File: src/rtl/pb_bridge_pkg.sv
package pb_bridge_pkg;

   localparam int PB_MIN_STAGES = 2;

   typedef struct packed {
      logic cs_n;
      logic we_n;
      logic rdwr_n;
   } pb_ctl_t;

   localparam pb_ctl_t PB_CTL_IDLE = '{cs_n: 1'b1, we_n: 1'b1, rdwr_n: 1'b1};

endpackage

File: src/rtl/pb_sync.sv
module pb_sync #(
   parameter int               WIDTH     = 1,
   parameter int               STAGES    = 2,
   parameter logic [WIDTH-1:0] RESET_VAL = '0
) (
   input  logic             clk,
   input  logic             rst_n,
   input  logic [WIDTH-1:0] d,
   output logic [WIDTH-1:0] q
);

   if (STAGES < pb_bridge_pkg::PB_MIN_STAGES) begin : g_bad_stages
      $error("pb_sync: STAGES must be at least 2");
   end

   logic [WIDTH-1:0] chain_q [STAGES];

   always_ff @(posedge clk or negedge rst_n) begin
      if (!rst_n) begin
         for (int s = 0; s < STAGES; s++) chain_q[s] <= RESET_VAL;
      end else begin
         chain_q[0] <= d;
         for (int s = 1; s < STAGES; s++) chain_q[s] <= chain_q[s-1];
      end
   end

   assign q = chain_q[STAGES-1];

endmodule

File: src/rtl/pb_strobe.sv
module pb_strobe #(
   parameter int ADDR_W = 8,
   parameter int DATA_W = 8
) (
   input  logic              clk,
   input  logic              rst_n,
   input  logic              cs_s_n,
   input  logic              we_s_n,
   input  logic              rdwr_s_n,
   input  logic [ADDR_W-1:0] addr_in,
   input  logic [DATA_W-1:0] data_in,
   output logic              cs_act,
   output logic [ADDR_W-1:0] addr_out,
   output logic [DATA_W-1:0] data_out,
   output logic              wr_pulse
);

   logic we_prev_q;
   logic strobe_fall;

   // synchronised strobe edge, qualified by select and write direction
   assign strobe_fall = we_prev_q & ~we_s_n & ~cs_s_n & ~rdwr_s_n;

   always_ff @(posedge clk or negedge rst_n) begin
      if (!rst_n) begin
         we_prev_q <= 1'b1;
         cs_act    <= 1'b0;
         addr_out  <= '0;
         data_out  <= '0;
         wr_pulse  <= 1'b0;
      end else begin
         we_prev_q <= we_s_n;
         cs_act    <= ~cs_s_n;
         wr_pulse  <= strobe_fall;
         if (~cs_s_n && (we_s_n || strobe_fall)) addr_out <= addr_in;
         if (strobe_fall) data_out <= data_in;
      end
   end

   // a pulse never lasts two cycles
   p_pulse_single_r3 : assert property (@(posedge clk) disable iff (!rst_n)
      wr_pulse |=> !wr_pulse);

   // a pulse only occurs while the select register is active
   p_pulse_needs_cs_r4 : assert property (@(posedge clk) disable iff (!rst_n)
      wr_pulse |-> cs_act);

   // write data stays put in the cycle after a pulse
   p_wdata_hold_r6 : assert property (@(posedge clk) disable iff (!rst_n)
      wr_pulse |=> $stable(data_out));

endmodule

File: src/rtl/pb_decode.sv
module pb_decode #(
   parameter int NUM_PERIPH = 4,
   localparam int SEL_W     = $clog2(NUM_PERIPH)
) (
   input  logic                  cs_act,
   input  logic [SEL_W-1:0]      field,
   output logic [NUM_PERIPH-1:0] sel
);

   always_comb begin
      sel = '0;
      for (int i = 0; i < NUM_PERIPH; i++) begin
         if (cs_act && (field == SEL_W'(i))) sel[i] = 1'b1;
      end
   end

endmodule

File: src/rtl/pb_rdmux.sv
module pb_rdmux #(
   parameter int DATA_W     = 8,
   parameter int NUM_PERIPH = 4
) (
   input  logic [NUM_PERIPH-1:0]        sel,
   input  logic [NUM_PERIPH*DATA_W-1:0] rdata,
   output logic [DATA_W-1:0]            dout
);

   logic [DATA_W-1:0] gated [NUM_PERIPH];

   for (genvar i = 0; i < NUM_PERIPH; i++) begin : g_gate
      assign gated[i] = {DATA_W{sel[i]}} & rdata[i*DATA_W +: DATA_W];
   end

   always_comb begin
      dout = '0;
      for (int i = 0; i < NUM_PERIPH; i++) dout = dout | gated[i];
   end

endmodule

File: src/rtl/pb_bridge.sv
module pb_bridge #(
   parameter int ADDR_W       = 8,
   parameter int DATA_W       = 8,
   parameter int NUM_PERIPH   = 4,
   parameter int SYNC_STAGES  = 2,
   parameter bit OE_FROM_SYNC = 1'b0,
   localparam int SEL_W       = $clog2(NUM_PERIPH),
   localparam int RD_W        = NUM_PERIPH * DATA_W
) (
   input  logic                  clk,
   input  logic                  rst_n,
   input  logic                  bus_cs_n,
   input  logic                  bus_we_n,
   input  logic                  bus_rdwr_n,
   input  logic [ADDR_W-1:0]     bus_addr,
   input  logic [DATA_W-1:0]     bus_din,
   output logic [DATA_W-1:0]     bus_dout,
   output logic                  bus_oe,
   output logic [NUM_PERIPH-1:0] per_sel,
   output logic                  per_wr,
   output logic [ADDR_W-1:0]     per_addr,
   output logic [DATA_W-1:0]     per_wdata,
   input  logic [RD_W-1:0]       per_rdata
);
   import pb_bridge_pkg::*;

   if (NUM_PERIPH < 2) begin : g_bad_count
      $error("pb_bridge: NUM_PERIPH must be at least 2");
   end
   if (SEL_W > ADDR_W) begin : g_bad_addr
      $error("pb_bridge: address too narrow for peripheral count");
   end

   pb_ctl_t ctl_raw, ctl_s;
   logic    cs_act;

   assign ctl_raw = '{cs_n: bus_cs_n, we_n: bus_we_n, rdwr_n: bus_rdwr_n};

   pb_sync #(
      .WIDTH    ($bits(pb_ctl_t)),
      .STAGES   (SYNC_STAGES),
      .RESET_VAL(PB_CTL_IDLE)
   ) u_sync (
      .clk  (clk),
      .rst_n(rst_n),
      .d    (ctl_raw),
      .q    (ctl_s)
   );

   pb_strobe #(
      .ADDR_W(ADDR_W),
      .DATA_W(DATA_W)
   ) u_strobe (
      .clk     (clk),
      .rst_n   (rst_n),
      .cs_s_n  (ctl_s.cs_n),
      .we_s_n  (ctl_s.we_n),
      .rdwr_s_n(ctl_s.rdwr_n),
      .addr_in (bus_addr),
      .data_in (bus_din),
      .cs_act  (cs_act),
      .addr_out(per_addr),
      .data_out(per_wdata),
      .wr_pulse(per_wr)
   );

   pb_decode #(
      .NUM_PERIPH(NUM_PERIPH)
   ) u_decode (
      .cs_act(cs_act),
      .field (per_addr[ADDR_W-1 -: SEL_W]),
      .sel   (per_sel)
   );

   // never more than one peripheral selected
   p_sel_onehot_r5 : assert property (@(posedge clk) disable iff (!rst_n)
      $onehot0(per_sel));

   // selection only while the select register is active
   p_sel_needs_cs_r5 : assert property (@(posedge clk) disable iff (!rst_n)
      (per_sel != '0) |-> cs_act);

   pb_rdmux #(
      .DATA_W    (DATA_W),
      .NUM_PERIPH(NUM_PERIPH)
   ) u_rdmux (
      .sel  (per_sel),
      .rdata(per_rdata),
      .dout (bus_dout)
   );

   // idle read path returns zero
   p_dout_zero_r7 : assert property (@(posedge clk) disable iff (!rst_n)
      (per_sel == '0) |-> (bus_dout == '0));

   if (OE_FROM_SYNC) begin : g_oe_sync
      assign bus_oe = ctl_s.rdwr_n & ~ctl_s.cs_n;
   end else begin : g_oe_pins
      assign bus_oe = ~(~bus_rdwr_n | bus_cs_n);
   end

   // pins never driven in the same cycle as a write pulse taken under a write direction
   p_oe_not_with_write_r2 : assert property (@(posedge clk) disable iff (!rst_n)
      (per_wr && !bus_rdwr_n) |-> !bus_oe);

endmodule

File: config.mk
export PLATFORM = sky130hd
export DESIGN_NAME = pb_bridge
export DESIGN_NICKNAME = d
export VERILOG_FILES = /design/src/rtl/pb_bridge_pkg.sv /design/src/rtl/pb_sync.sv /design/src/rtl/pb_strobe.sv /design/src/rtl/pb_decode.sv /design/src/rtl/pb_rdmux.sv /design/src/rtl/pb_bridge.sv
export SDC_FILE = /design/constraint.sdc
export NUM_CORES = 1
export LEC_CHECK = 0
export ABC_CLOCK_PERIOD_IN_PS = 1250
export CAP_MARGIN = 20
export CELL_PAD_IN_SITES_DETAIL_PLACEMENT = 1
export CELL_PAD_IN_SITES_GLOBAL_PLACEMENT = 1
export CORE_MARGIN = 2
export CORE_UTILIZATION = 22
export DETAILED_ROUTE_END_ITERATION = 10
export PLACE_DENSITY_LB_ADDON = 0.1
export SYNTH_ARGS = -nofsm -noshare
export SYNTH_HDL_FRONTEND = slang
export SYNTH_SLANG_ARGS = --single-unit
export TNS_END_PERCENT = 5
File: constraint.sdc
create_clock -name clk -period 1.25 [get_ports clk]
set_input_delay 0.25 -clock clk [delete_from_list [all_inputs] [get_ports clk]]
set_output_delay 0.25 -clock clk [all_outputs]
set_load 0.01 [all_outputs]
After elaboration in Yosys (flattened, before gate mapping)
Index checks and enable logic that the tools add are counted.
{ "totals": {"elab_cells": 37, "output_inout_bits": 30, "ff_bits": 25} }
{ "classes": {"eq_ne": 3, "mux": 4, "n_reduce_logical": 7, "bitwise": 16} }
{ "ops": {"columns": ["op", "n"], "rows": [
  ["8-bit bitwise AND", 4],
  ["8-bit bitwise OR", 3],
  ["1-bit logical AND", 5],
  ["1-bit inverter", 5],
  ["2-bit equality test (second input constant)", 2],
  ["1-bit two-way mux", 4],
  ["1-bit bitwise AND", 3],
  ["2-bit by 1-bit equality test with 1-bit output (second input constant)", 1],
  ["2-bit logical NOT", 1],
  ["1-bit logical OR", 1],
  ["1-bit bitwise OR", 1]
]} }

Logic depth before layout (Yosys ltp)
Gate-level depths: netlist (run 1).
{ "logic_depth": {"ltp_word": 7, "ltp_mapped": 3, "mapped_depth_nobuf": 3} }

Hierarchy
From an unflattened synthesis (run 1), not the netlist that was laid out.
{ "unflattened": {"cells_unflattened": 82, "area_unflattened_um2": 1167.4} }
{ "by_module_without_submodules": {"columns": ["mod", "area_each_um2", "n_inst", "cells_each"], "rows": [
  ["pb_strobe", 710.7, 1, 40],
  ["pb_rdmux", 225.2, 1, 28],
  ["pb_sync", 180.2, 1, 9],
  ["pb_decode", 37.5, 1, 4],
  ["pb_bridge", 13.8, 1, 1]
]} }

Least setup slack after synthesis (run 1)
Ideal clock, no wire load.
{ "synth_path": {"path_type": "flip-flop to flip-flop", "start": "register u_strobe.we_prev_q", "end": "register u_strobe.data_out[0]", "path_buffers": 0, "setup_slack_ps": -108, "synth_period_minus_slack_ps": 1358, "arrival_ps": 1233, "path_stages_with_launch": 4, "path_cell_list": "dfstp_2 nand2b_4 nor3_4 mux2_2"} }
{ "synth_via": {"elab_chain_cells": 3} }
{ "synth_lines": {"columns": ["item", "line", "text"], "rows": [
  ["start: declaration", "pb_strobe.sv:18", "logic we_prev_q;"],
  ["start signal: assignment", "pb_strobe.sv:32", "we_prev_q <= we_s_n;"],
  ["1-bit bitwise AND (3 in a row)", "pb_strobe.sv:22", "assign strobe_fall = we_prev_q & ~we_s_n & ~cs_s_n & ~rdwr_s_n;"],
  ["named net u_strobe.strobe_fall", "pb_strobe.sv:19", "logic strobe_fall;"],
  ["end signal: assignment", "pb_strobe.sv:36", "if (strobe_fall) data_out <= data_in;"],
  ["end: declaration", "pb_strobe.sv:14", "output logic [DATA_W-1:0] data_out,"]
]} }
The timed path passes the listed nets, and every way through them passes these cells.
A chain may end at the register's enable or synchronous reset.

Worst setup path after layout (run 1)
{ "layout_path": {"start": "register u_strobe.addr_out[7]", "end": "output port bus_dout[7]"} }
{ "layout_via": {"elab_chain_cells": 7, "elab_cells_between_ends": 19, "cone_classes": "eq/ne: 3; mux: 4; bitwise: 7; reduce/logical: 5"} }
{ "layout_lines": {"columns": ["item", "line", "text"], "rows": [
  ["start: declaration", "pb_strobe.sv:13", "output logic [ADDR_W-1:0] addr_out,"],
  ["start signal: assignment", "pb_strobe.sv:35", "if (~cs_s_n && (we_s_n || strobe_fall)) addr_out <= addr_in;"],
  ["2-bit by 1-bit equality test with 1-bit output / 2-bit logical NOT (equally long branches)", "pb_decode.sv:13", "if (cs_act && (field == SEL_W'(i))) sel[i] = 1'b1;"],
  ["1-bit logical AND", "pb_decode.sv:13", null],
  ["1-bit two-way mux", "pb_decode.sv:13", null],
  ["8-bit bitwise AND", "pb_rdmux.sv:13", "assign gated[i] = {DATA_W{sel[i]}} & rdata[i*DATA_W +: DATA_W];"],
  ["8-bit bitwise OR (2 in a row)", "pb_rdmux.sv:18", "for (int i = 0; i < NUM_PERIPH; i++) dout = dout | gated[i];"],
  ["8-bit bitwise OR *", "pb_rdmux.sv:18", null],
  ["end: declaration", "pb_bridge.sv:17", "output logic [DATA_W-1:0] bus_dout,"]
]} }
Mark *: on every way between the ends. The rest lies on a longest branch, timed or not.

==> results of run 1 <==
[flip-flops by register name (all words and copies together), names as in the netlist]
| name | count |
|---|---|
| u_strobe.addr_out | 8 |
| u_strobe.cs_act | 1 |
| u_strobe.data_out | 8 |
| u_strobe.we_prev_q | 1 |
| u_strobe.wr_pulse | 1 |
| u_sync.chain_q | 3 |
| u_sync.q | 3 |
[per-layer routing]
| layer | vias up | GRT usage | part of all wire |
|---|---|---|---|
| li1 | 477 | - | - |
| met1 | 483 | 0.135 | 0.39 |
| met2 | 54 | 0.218 | 0.49 |
| met3 | 4 | 0.0251 | 0.10 |
| met4 | 0 | 0.0409 | 0.0076 |
| met5 | - | 0 | 0 |
[worst reg2reg max path: stages, from the launching register on]
cell	delay, ns
dfstp_2	0.55
nand2b_4	0.07
a21oi_4	0.28
mux2_2	0.38
[worst paths after layout]
kind / from / end / depth (start not counted)
max in group asynchronous: rst_n / u_strobe.we_prev_q / 2
worst max-delay path: u_strobe.addr_out[7] / bus_dout[7] / 5
worst min-delay path: rst_n / u_strobe.data_out[7] / 2
worst max register to register: u_strobe.we_prev_q / u_strobe.addr_out[5] / 3
min in group clk: u_sync.chain_q[3] / u_sync.q[0] / 0
worst min register to register: u_sync.chain_q[3] / u_sync.q[0] / 0
[synthesized netlist by cell type]
cell type	instances
nand2b_1	1
dfrtp_1	18
inv_1	3
nor3_4	1
nand2b_4	1
nor2_1	4
mux2_2	16
buf_2	2
nor2b_1	1
nand2_1	1
o22ai_1	8
clkbuf_1	1
dfstp_2	7
mux2i_1	16
a21oi_4	1
[cell type report]
class	count	area, sq um
Multi-Input combinational cell	50	514
Timing Repair Buffer	93	881
Tap cell	70	87.6
Inverter	3	13.8
Sequential cell	25	636
Fill cell	567	2830
Clock buffer	4	45.0
[through the flow]
step	total power (W)	hold WS, ns	utilization
floorplan	0.00133	-0.0456	-
global placement	0.00189	0.347	0.422
detailed placement	0.00191	0.348	0.422
CTS	0.00239	0.331	0.436
global route	0.00249	0.337	0.435
finish	0.00234	0.336	0.435
[what timing repair did]
action                                  4_1_cts  5_1_grt
resized for setup                            91        3
endpoints found under the hold margin         0        0
setup buffers                                 3        0
cloned                                        1        0
pin swaps                                     4        0
endpoints found under the setup margin       46       30
[kinds of logic after synthesis]
logic type,share of synthesized area
multiplexers,0.302
flip-flops,0.563
AO/OA/AOI/OAI,0.0588
AND/OR/NAND/NOR,0.0544
buffers and inverters,0.0222
[power groups by stage]
stage / Combinational, W / Clock (W) / Sequential, W
finish: 0.000882 / 0.000464 / 0.000991
global route: 0.000952 / 0.000523 / 0.00101
CTS: 0.000906 / 0.000490 / 0.000995
detailed placement: 0.000907 / 0 / 0.00100
global placement: 0.000895 / 0 / 0.000994
floorplan: 0.000288 / 0 / 0.00104
==> run_results.csv, run 1 <==
group,metric,value,unit
setup_path,cp-start-kind,"register",
power_and_ir_drop,p_comb_frac,0.377,
clocking,cts_hold_buffers,0,
floorplanning,core_area,0.00501,sq mm
sta,fin_crit_sh,1.32,
logic_synthesis,yosysWarnings,0,
logic_synthesis,synth-seq-area-share,0.563,
floorplanning,ios,83,
layout,final_common_cell,"clkdlybuf4s50_1",
layout,diodes,0,
setup_path,crit_type,"register to output port",
logic_synthesis,syn_inst,81,
setup_path,r2r_slack,-0.14,ns
layout,nets,229,
detailed_routing,dr.pass1.iters,2,
logic_synthesis,syn_area_per_cell,13.9,sq um
sta,maxSlewViolCount,0,
setup_path,cp_top_family,"flip-flops",
detailed_routing,wire_per_inst,13.9,um
clocking,cts_htree_levels,1,
logic_synthesis,yosys-top-cells-area,"dfrtp_1 40%, dfstp_2 16%, mux2_2 16%",
floorplanning,die_w,75.6,um
clocking,cts_tree,"yes",
flow_run,max_cap_viol_count,0,
power_and_ir_drop,power_density,1070,mW/mm^2
setup_path,crit_required,1.00,ns
worst_hold_path,hp-class,"input port to asynchronous set/reset pin",
setup_path,crit_buf_inv,3,
floorplanning,die_y,75.6,um
grt,grt_start_max_net_pins,26,
sta,hold_viol_final,0,
power_and_ir_drop,irDropWorstVdd,0.000697,V
setup_path,crit_top_cell,"buf_12",
layout,syn_to_final_growth,93.1,%
detailed_routing,wirelength,3400,um
layout,drive_above_1_share,0.349,
layout,final_area,0.00218,sq mm
detailed_routing,first_iter_violations,9,
clocking,cts-root-buf,"clkbuf_8",
grt,grt_usage,0.119,
logic_synthesis,synth_top_cell_by_area,"dfrtp_1",
sta,worst_pin_slew,0.304,ns
clocking,numCtsBuffers,3,
clocking,cts_sinks,25,
placement,placed_area,0.00211,sq mm
placement,place.gp.congestion,0.657,
floorplanning,start_util,0.225,
sta,fmax,605,MHz
grt,grt_pass1_wl,5150,um
placement,placedCellCount,237,
logic_synthesis,syn_nets,134,
floorplanning,fp-row-count,26,
logic_synthesis,syn_area,0.00113,sq mm
grt,grt-ovfl-total,0,
power_and_ir_drop,power.leakage,0.992,nW
power_and_ir_drop,p_clk_frac,0.198,
setup_path,critPathArrivalTime,1.40,ns
power_and_ir_drop,p_seq_frac,0.424,
setup_path,critPathMaxStageDelay,0.45,ns
layout,stdcell_count,245,
power_and_ir_drop,intPower,0.00171,W
power_and_ir_drop,p_sw,0.000629,W
logic_synthesis,synth_top_area_share,0.400,
run_status,status,"complete, but fails checks",
sta,finalWorstSetupSlack,-0.403,ns
sta,max_slew_margin,0.797,
setup_path,crit_chain,"buf_12, buf_12, mux2i_1, o22ai_1, buf_2",
detailed_routing,drtAntennaViolNets,0,
placement,port_buffers,82,
logic_synthesis,yosysUniqueCellTypes,15,
detailed_routing,vias,1018,
sta,setup_viol,28,
placement,dp_slack,-0.526,ns
clocking,clock_latency,0.26,ns
clocking,clockBufferDepth,2,
setup_path,crit_path_top_delay_cell,"dfrtp_2",
layout,final_cell_mix,"52 x clkdlybuf4s50_1, 17 x dfrtp_1, 16 x mux2i_1, 15 x buf_2, 15 x dlygate4sd2_1",
floorplanning,die_area,0.00571,sq mm
logic_synthesis,ys_ff_latch,25,
run_status,violations,"negative setup slack",
sta,min_period,1.65,ns
detailed_routing,routed_via_density,4.16,
clocking,clk_pin_slew,0.08,ns
grt,first_global_vias,1096,
setup_path,cp-end-kind,"output port",
power_and_ir_drop,switching_share,0.269,
sta,fin_setup_tns,-5.38,ns
sta,rsz0062_at_grt,"yes",
setup_path,crit_fanout,8,
grt,antenna_found_initial,0,
placement,place_hpwl,2560,um
sta,fin_skew,0.00448,ns
detailed_routing,drc,0,
No activity file was read; power rests on OpenSTA's default activity.
==> inputs of run 2 (changes only) <==
--- a/config.mk
+++ b/config.mk
@@ -5,6 +5,7 @@
 export SDC_FILE = /design/constraint.sdc
 export NUM_CORES = 1
 export LEC_CHECK = 0
+export ABC_AREA = 1
 export ABC_CLOCK_PERIOD_IN_PS = 1250
 export CAP_MARGIN = 20
 export CELL_PAD_IN_SITES_DETAIL_PLACEMENT = 1
@@ -12,7 +13,9 @@
 export CORE_MARGIN = 2
 export CORE_UTILIZATION = 22
 export DETAILED_ROUTE_END_ITERATION = 10
+export GPL_TIMING_DRIVEN = 0
 export PLACE_DENSITY_LB_ADDON = 0.1
+export SETUP_SLACK_MARGIN = 0.4
 export SYNTH_ARGS = -nofsm -noshare
 export SYNTH_HDL_FRONTEND = slang
 export SYNTH_SLANG_ARGS = --single-unit
==> run_results.csv, run 2 <==
group,metric,value,unit
run_status,status,"complete, but fails checks",
run_status,violations,"negative setup slack",
sta,fin_crit_sh,1.40,
logic_synthesis,synth_most_common_cell,"nand2_1",
clocking,clock_latency,0.28,ns
layout,nets,330,
floorplanning,ios,83,
detailed_routing,first_iter_violations,43,
layout,diodes,0,
power_and_ir_drop,irDropWorstVdd,0.000488,V
clocking,cts_htree_levels,1,
logic_synthesis,synth_top_area_share,0.344,
setup_path,cp-start-kind,"register",
detailed_routing,drtAntennaViolNets,0,
logic_synthesis,syn_inst,178,
sta,maxSlewViolCount,0,
flow_run,max_cap_viol_count,0,
logic_synthesis,syn_nets,231,
sta,worst_pin_slew,0.317,ns
floorplanning,start_util,0.224,
logic_synthesis,yosysWarnings,0,
logic_synthesis,syn_area_per_cell,7.35,sq um
clocking,numCtsBuffers,3,
detailed_routing,routed_via_density,4.09,
detailed_routing,drc,0,
logic_synthesis,synth_top_cell_by_area,"dfrtp_1",
sta,hold_viol_final,0,
layout,top_regs,"u_strobe.addr_out: 8 flops, u_strobe.data_out: 8 flops",
clocking,cts_sinks,25,
floorplanning,fp-row-count,28,
power_and_ir_drop,power.leakage,1.26,nW
sta,setup_viol,13,
clocking,clockBufferDepth,2,
grt,first_global_vias,1512,
setup_path,crit_chain,"buf_6, nor2_4, buf_6, buf_6, nand3_4, nand2_2, inv_2, nand2_2, buf_6",
logic_synthesis,synthTopCellsByCount,"56 x nand2_1, 32 x inv_1, 27 x nor2_1",
grt,grt_start_max_net_pins,21,
setup_path,crit_path_top_delay_cell,"dfrtp_1",
detailed_routing,wire_per_inst,12.2,um
logic_synthesis,synthArstFlopShare,1.00,
setup_path,crit_top_cell,"buf_6",
floorplanning,die_area,0.00658,sq mm
placement,port_buffers,82,
logic_synthesis,ys_ff_latch,25,
clocking,cts-root-buf,"clkbuf_8",
layout,syn_to_final_growth,85.9,%
layout,utilization,0.416,
grt,grt_usage,0.135,
setup_path,crit_fanout,5,
clocking,cts_tree,"yes",
power_and_ir_drop,power_density,1010,mW/mm^2
setup_path,cp-end-kind,"output port",
detailed_routing,vias,1434,
layout,final_cell_mix,"50 x clkdlybuf4s50_1, 45 x nand2_1, 24 x inv_1, 24 x nor2_1, 23 x buf_2",
floorplanning,die_y,81.1,um
sta,min_period,1.74,ns
setup_path,crit_type,"register to output port",
setup_path,crit_required,1.00,ns
layout,stdcell_count,351,
layout,drive_above_1_share,0.341,
sta,max_slew_margin,0.788,
placement,place_hpwl,3140,um
floorplanning,core_area,0.00585,sq mm
grt,antenna_found_initial,0,
detailed_routing,dr.pass1.iters,4,
logic_synthesis,yosysUniqueCellTypes,14,
placement,placedCellCount,336,
clocking,cts_hold_buffers,0,
floorplanning,die_w,81.1,um
sta,rsz0062_at_grt,"yes",
logic_synthesis,synth_edf_count,0,
layout,final_common_cell,"clkdlybuf4s50_1",
logic_synthesis,synth_ff_type,"dfrtp_1",
grt,grt-ovfl-total,0,
setup_path,critPathArrivalTime,1.49,ns
sta,fin_skew,0.00727,ns
worst_hold_path,hp-class,"input port to register",
sta,finalWorstSetupSlack,-0.495,ns
sta,fmax,573,MHz
logic_synthesis,synth-seq-area-share,0.485,
grt,grt_pass1_wl,6840,um
clocking,clk_pin_slew,0.10,ns
logic_synthesis,syn_area,0.00131,sq mm
setup_path,critPathMaxStageDelay,0.39,ns
detailed_routing,wirelength,4280,um
logic_synthesis,yosys-top-cells-area,"dfrtp_1 34%, nand2_1 16%, dfstp_2 14%",
placement,place.gp.congestion,0.687,
[run 2: changes by cell type after synthesis, moves of 3 or more]
cell / change
nand2_1: +55
inv_1: +29
nor2_1: +23
mux2_2: -16
mux2i_1: -16
nand3_1: +16
nand4_1: +8
o22ai_1: -8
buf_6: +3
nand2_2: +3
[run 2: path summary, 6_finish.rpt]
path	from	slack [ns]	depth (start not counted)	endpoint
worst min register to register	u_sync.chain_q[5]	0.36	0	u_sync.q[2]
min in group asynchronous	rst_n	0.22	1	u_strobe.data_out[0]
worst min-delay path	bus_cs_n	0.06	1	u_sync.chain_q[5]
worst max register to register	u_strobe.we_prev_q	0.08	6	u_strobe.addr_out[6]
max in group asynchronous	rst_n	0.51	2	u_strobe.we_prev_q
worst max-delay path	u_strobe.addr_out[7]	-0.49	9	bus_dout[6]
[run 2: per-layer routing]
metal / global-route usage / share of wire / vias to the layer above
li1: - / - / 733
met1: 0.159 / 0.41 / 655
met2: 0.250 / 0.53 / 43
met3: 0.0356 / 0.059 / 3
met4: 0.0203 / 0.0019 / 0
met5: 0 / 0 / -
[run 2: final cells by class]
type | instances | area [sq um]
well taps | 75 | 93.8
multi-input cells | 115 | 609
clock inverters | 1 | 8.76
clock buffers | 3 | 41.3
flip-flops and latches | 25 | 636
plain buffers | 5 | 68.8
repair buffers | 94 | 846
inverters | 33 | 129
fillers | 726 | 3420
[run 2: kinds of logic (layout without fill, tap and decap cells)]
family	after synthesis	in the layout	synth area share
buffers and inverters	38	136	0.132
flip-flops	25	25	0.485
AND/OR/NAND/NOR	115	115	0.383
[run 2: timing repair]
| item | 4_1_cts | 5_1_grt |
|---|---|---|
| endpoints found under the setup margin | 47 | 47 |
| resized for setup | 164 | 15 |
| pin swaps | 23 | 11 |
| endpoints found under the hold margin | 0 | 0 |
| setup buffers | 11 | 0 |
[run 2: metrics by stage]
step                      hold slack (ns)  cell area, sq um  TNS, ns  setup slack, ns  total power [W]
after global placement              0.346              2220   -15.40           -0.569          0.00187
after global routing               0.0324              2430    -5.56           -0.587          0.00263
final                              0.0580              2430    -4.40           -0.495          0.00245
after CTS                           0.146              2390    -4.73           -0.549          0.00246
after floorplan                   -0.0456              1310        0           0.0634          0.00133
after detailed placement            0.347              2240    -6.45           -0.574          0.00189
[run 2: worst max-delay path, delay by kind of cell, from the launching register on]
kind	cells	cell delay [ns]
and+or+nand+nor	4	0.33
buffers and inverters	5	0.50
DFF	1	0.39
[run 2: power by group]
group | total [W] | internal [W] | leakage [nW] | switching, W
Sequential | 0.000999 | 0.000923 | 0.293 | 0.0000757
Combinational | 0.000931 | 0.000508 | 0.946 | 0.000422
Clock | 0.000520 | 0.000234 | 0.0261 | 0.000286
